[src/rtl/pixel_tdc_counter.sv]
module pixel_tdc_counter #(
  parameter int CW     = 6,
  parameter int PHASES = 16
) (
  input  logic                                 clk,
  input  logic                                 rst_n,
  input  logic                                 mode_count,
  input  logic                                 frame_start,
  input  logic                                 frame_end,
  input  logic                                 start_pulse,
  input  logic                                 stop_strobe,
  input  logic [PHASES-1:0]                    snap,
  input  logic [$clog2(PHASES)-1:0]            stop_phase,
  output logic [CW+$clog2(PHASES)-1:0]         result,
  output logic                                 result_valid,
  output logic                                 overflow
);
  localparam int FW = $clog2(PHASES);
  localparam int RW = CW + FW;
  localparam int TW = RW + 1;
  localparam logic [CW-1:0] CMAX = '1;

  logic [CW-1:0] cnt;
  logic          hit, done, ovf_w;
  logic [FW-1:0] t_start, t_stop, snap_code;
  logic [TW-1:0] tw;
  logic [RW-1:0] t_time, next_res;
  logic          next_valid;
  logic          clear;

  always_comb begin
    snap_code = '0;
    for (int i = PHASES - 1; i >= 0; i--)
      if (!snap[i] && snap[(i + PHASES - 1) % PHASES]) snap_code = FW'(i);
  end

  assign clear      = frame_start | frame_end;
  assign tw         = {1'b0, cnt, {FW{1'b0}}} + TW'(t_stop) - TW'(t_start);
  assign t_time     = tw[RW] ? '0 : tw[RW-1:0];
  assign next_valid = mode_count | (hit & done & ~ovf_w);
  assign next_res   = mode_count ? RW'(cnt) : (next_valid ? t_time : '0);

  always_ff @(posedge clk or negedge rst_n) begin
    if (!rst_n) begin
      result       <= '0;
      result_valid <= 1'b0;
      overflow     <= 1'b0;
    end else if (frame_end) begin
      result       <= next_res;
      result_valid <= next_valid;
      overflow     <= ovf_w;
    end
  end

  always_ff @(posedge clk or negedge rst_n) begin
    if (!rst_n) begin
      cnt     <= '0;
      hit     <= 1'b0;
      done    <= 1'b0;
      ovf_w   <= 1'b0;
      t_start <= '0;
      t_stop  <= '0;
    end else if (clear) begin
      cnt     <= '0;
      hit     <= 1'b0;
      done    <= 1'b0;
      ovf_w   <= 1'b0;
      t_start <= '0;
      t_stop  <= '0;
    end else if (mode_count) begin
      if (start_pulse) begin
        if (cnt == CMAX) ovf_w <= 1'b1;
        else             cnt   <= cnt + 1'b1;
      end
    end else if (!hit) begin
      if (start_pulse) begin
        hit     <= 1'b1;
        cnt     <= '0;
        t_start <= snap_code;
        if (stop_strobe) begin
          done   <= 1'b1;
          t_stop <= stop_phase;
        end
      end
    end else if (!done) begin
      cnt <= cnt + 1'b1;
      if (cnt == CMAX) ovf_w <= 1'b1;
      if (stop_strobe) begin
        done   <= 1'b1;
        t_stop <= stop_phase;
      end
    end
  end
endmodule

[config.mk]
export PLATFORM = sky130hd
export DESIGN_NAME = pixel_tdc_counter
export DESIGN_NICKNAME = d
export VERILOG_FILES = /design/src/rtl/pixel_tdc_counter.sv
export SDC_FILE = /design/constraint.sdc
export NUM_CORES = 1
export LEC_CHECK = 0
export ABC_CLOCK_PERIOD_IN_PS = 3200
export CORE_ASPECT_RATIO = 0.75
export CORE_MARGIN = 8
export CORE_UTILIZATION = 50
export DETAILED_ROUTE_END_ITERATION = 7
export GPL_ROUTABILITY_DRIVEN = 0
export PLACE_DENSITY = 0.85
export SLEW_MARGIN = 20
export SYNTH_ARGS = -nofsm -noshare
export SYNTH_HDL_FRONTEND = slang
export SYNTH_SLANG_ARGS = --single-unit
[constraint.sdc]
create_clock -name clk -period 3.2 [get_ports clk]
set_clock_uncertainty 0.15 [all_clocks]
set_input_delay 0.8 -clock clk [delete_from_list [all_inputs] [get_ports clk]]
set_output_delay 0.8 -clock clk [all_outputs]
set_load 0.005 [all_outputs]
==> impl_metrics.env <==
export IMPL_outcome="finished clean"
export IMPL_worstPathMaxFanout=10
export IMPL_drc=0
export IMPL_setup_violations=0
export IMPL_gr_total_overflow=0
export IMPL_cts_buffers=5
export IMPL_final_common_cell="clkdlybuf4s50_1"
export IMPL_hold_ws_ps=346
export IMPL_antenna_found_initial=0
export IMPL_fp_dieH_um=68.7
export IMPL_power_share_switching_pct=28.1
export IMPL_dieArea_mm2=0.00592
export IMPL_syn_area_per_cell_um2=8.56
export IMPL_fill_cells=294
export IMPL_dominantRegCellSynth="dfrtp_1"
export IMPL_finalCriticalPeriod_ps=2620
export IMPL_internal_power_mw=0.612
export IMPL_area_growth_syn_to_layout_pct=28.5
export IMPL_rsz0062_at_grt="no"
export IMPL_final_hold_violation_count=0
export IMPL_cts_max_level=2
export IMPL_ioPinCount=39
export IMPL_synth_seq_cells=29
export IMPL_max_freq_ghz=0.382
export IMPL_dp_hpwl_mm=3.36
export IMPL_hold_path_class="reg2reg"
export IMPL_p_total_mw=0.852
export IMPL_start_kind="flop"
export IMPL_grt_pass1_vias=1617
export IMPL_peakVddDrop_mv=0.299
export IMPL_grt_max_degree=30
export IMPL_first_pass_iters=4
export IMPL_cp_data_required_time_ps=3180
export IMPL_portBuffers=38
export IMPL_syn_num_nets=250
export IMPL_power_density_mw_per_mm2=359
export IMPL_cap_violations=0
export IMPL_yosysSeqAreaShare_pct=39.3
export IMPL_final_area_mm2=0.00237
export IMPL_ctsHoldBuffers=0
export IMPL_vias=1710
export IMPL_ys_warn_count=0
export IMPL_slew_violations=0
export IMPL_endpoint_kind="flop"
export IMPL_grt_use_met2_pct=26.7
export IMPL_insertion_delay_ps=290
export IMPL_fp_coreArea_mm2=0.00361
export IMPL_vias_per_cell=5.50
export IMPL_fin_crit_sh_pct=81.7
export IMPL_synth_area_mm2=0.00185
export IMPL_start_util_pct=51.1
export IMPL_syn_inst=216
export IMPL_p_sw_mw=0.239
export IMPL_totalWireLength_mm=4.52
export IMPL_cts_tree="yes"
export IMPL_grt_busiest_layer="met2"
export IMPL_p_clk_share_pct=34.3
export IMPL_place_area_mm2=0.00229
export IMPL_crit_arrival_ps=2600
export IMPL_num_rows=19
export IMPL_nets=292
export IMPL_synth_edf_count=0
export IMPL_cts_root_buffer="clkbuf_8"
export IMPL_cts_setup_buffers=0
export IMPL_grt_use_total_pct=16.0
export IMPL_path_clk_slew_ps=60
export IMPL_slew_headroom_pct=57.0
export IMPL_dieWidth_um=86.2
export IMPL_wl_per_cell_um=14.5
export IMPL_drtAntennaViolNets=0
export IMPL_antenna_cells=0
export IMPL_cts_resized=0
export IMPL_clockBufferDepth=2
export IMPL_final_cell_mix="clkdlybuf4s50_1, dfrtp_1, inv_1"
export IMPL_p_leak_nw=1.01
export IMPL_synth_async_reset_ratio_pct=100
export IMPL_seqPwrFrac_pct=44.9
export IMPL_cts_sinks=29
export IMPL_drive_gt1_share_pct=6.95
export IMPL_grt_pass1_wl_mm=7.42
export IMPL_setup_tns_ps=0
export IMPL_tightest_slew_ps=629
export IMPL_path_class="reg2reg"
export IMPL_drtIter0Drc=135
export IMPL_ys_types=44
export IMPL_comb_power_share_pct=20.8
export IMPL_met1_usage_pct=19.9
export IMPL_use_met3_pct=3.31
path summary, 6_finish.rpt:
check	startpoint	end	slack, ps	cells after the start
max in group asynchronous	rst_n	cnt[5]$_DFFE_PN0P_	1870	2
hold / removal	result[0]$_DFFE_PN0P_	result[0]$_DFFE_PN0P_	350	2
hold reg to reg	result[0]$_DFFE_PN0P_	result[0]$_DFFE_PN0P_	350	2
min in group asynchronous	rst_n	result[9]$_DFFE_PN0P_	740	2
setup reg to reg	t_stop[0]$_DFFE_PN0P_	result[2]$_DFFE_PN0P_	580	9
setup / recovery	t_stop[0]$_DFFE_PN0P_	result[2]$_DFFE_PN0P_	580	9
worst max-delay path, stage by stage, from the launching register on:
cell and delay [ps]:
dfrtp_1 390, inv_1 80, ha_1 170, inv_1 60, fa_1 400, a21o_1 200, a21oi_4 210, nand2_2 110
o311ai_4 480, o221ai_1 220
synthesized netlist by cell type (2+ instances only):
master | n | share of area (%)
nand2_1 | 14 | 2.8
nand3_1 | 5 | 1.4
clkbuf_1 | 5 | 1.0
nor2_1 | 25 | 5.1
nor2b_1 | 9 | 3.0
o221ai_1 | 4 | 1.9
nand2b_1 | 10 | 3.4
mux2i_1 | 5 | 2.7
inv_1 | 26 | 5.3
a31oi_1 | 3 | 1.0
nor4_1 | 3 | 1.0
o22ai_1 | 5 | 1.7
xnor2_1 | 5 | 2.4
a21oi_1 | 8 | 2.2
nor3_1 | 2 | 0.54
ha_1 | 6 | 4.1
o21ai_0 | 20 | 5.4
dfrtp_1 | 29 | 39
a211oi_1 | 2 | 0.81
or2_2 | 2 | 0.68
o31ai_1 | 3 | 1.2
a21o_1 | 2 | 0.81
and3_1 | 2 | 0.68
flip-flops by register name, summed over array words and instances (netlist names):
name and flops:
cnt 6, done 1, hit 1, overflow 1, ovf_w 1, result 10
result_valid 1, t_start 4, t_stop 4
power groups by stage:
stage	Combinational [mW]	Sequential (mW)	Clock (mW)
finish	0.177	0.382	0.293
global route	0.194	0.383	0.312
CTS	0.176	0.382	0.297
detailed placement	0.173	0.389	0
global placement	0.169	0.388	0
floorplan	0.102	0.387	0
per-layer routing:
metal / up-vias / share of wire, %
li1: 838 / -
met1: 811 / 47
met2: 51 / 46
met3: 10 / 4.9
met4: 0 / 2.0
met5: - / 0
final cells by class:
| type | count | area [µm²] | area share, % |
|---|---|---|---|
| clock buffer | 6 | 72.6 | 3.06 |
| clock inverter | 2 | 10.0 | 0.421 |
| inverter | 26 | 97.6 | 4.11 |
| multi-input combinational | 155 | 1000 | 42.1 |
| sequential | 29 | 726 | 30.6 |
| tap | 52 | 65.1 | 2.74 |
| timing repair buffer | 41 | 403 | 17.0 |
kinds of logic after synthesis:
logic type / count (synthesis) / synth area share [%]
AND/OR/NAND/NOR: 76 / 20.3
AO/OA/AOI/OAI: 60 / 22.5
buffers and inverters: 32 / 6.57
flip-flops: 29 / 39.3
adder cells (fa/ha/maj): 7 / 5.15
XOR/XNOR: 6 / 2.84
multiplexers: 6 / 3.32
stage by stage:
stage / std cells / setup WS [ps] / utilization [%]
2_1_floorplan: 216 / 901 / -
3_3_place_gp: 303 / 612 / 63.4
3_5_place_dp: 303 / 520 / 63.4
4_1_cts: 311 / 608 / 65.7
5_1_grt: 311 / 453 / 65.7
6_report: 311 / 585 / 65.7
No activity file was read; power rests on OpenSTA's default activity.
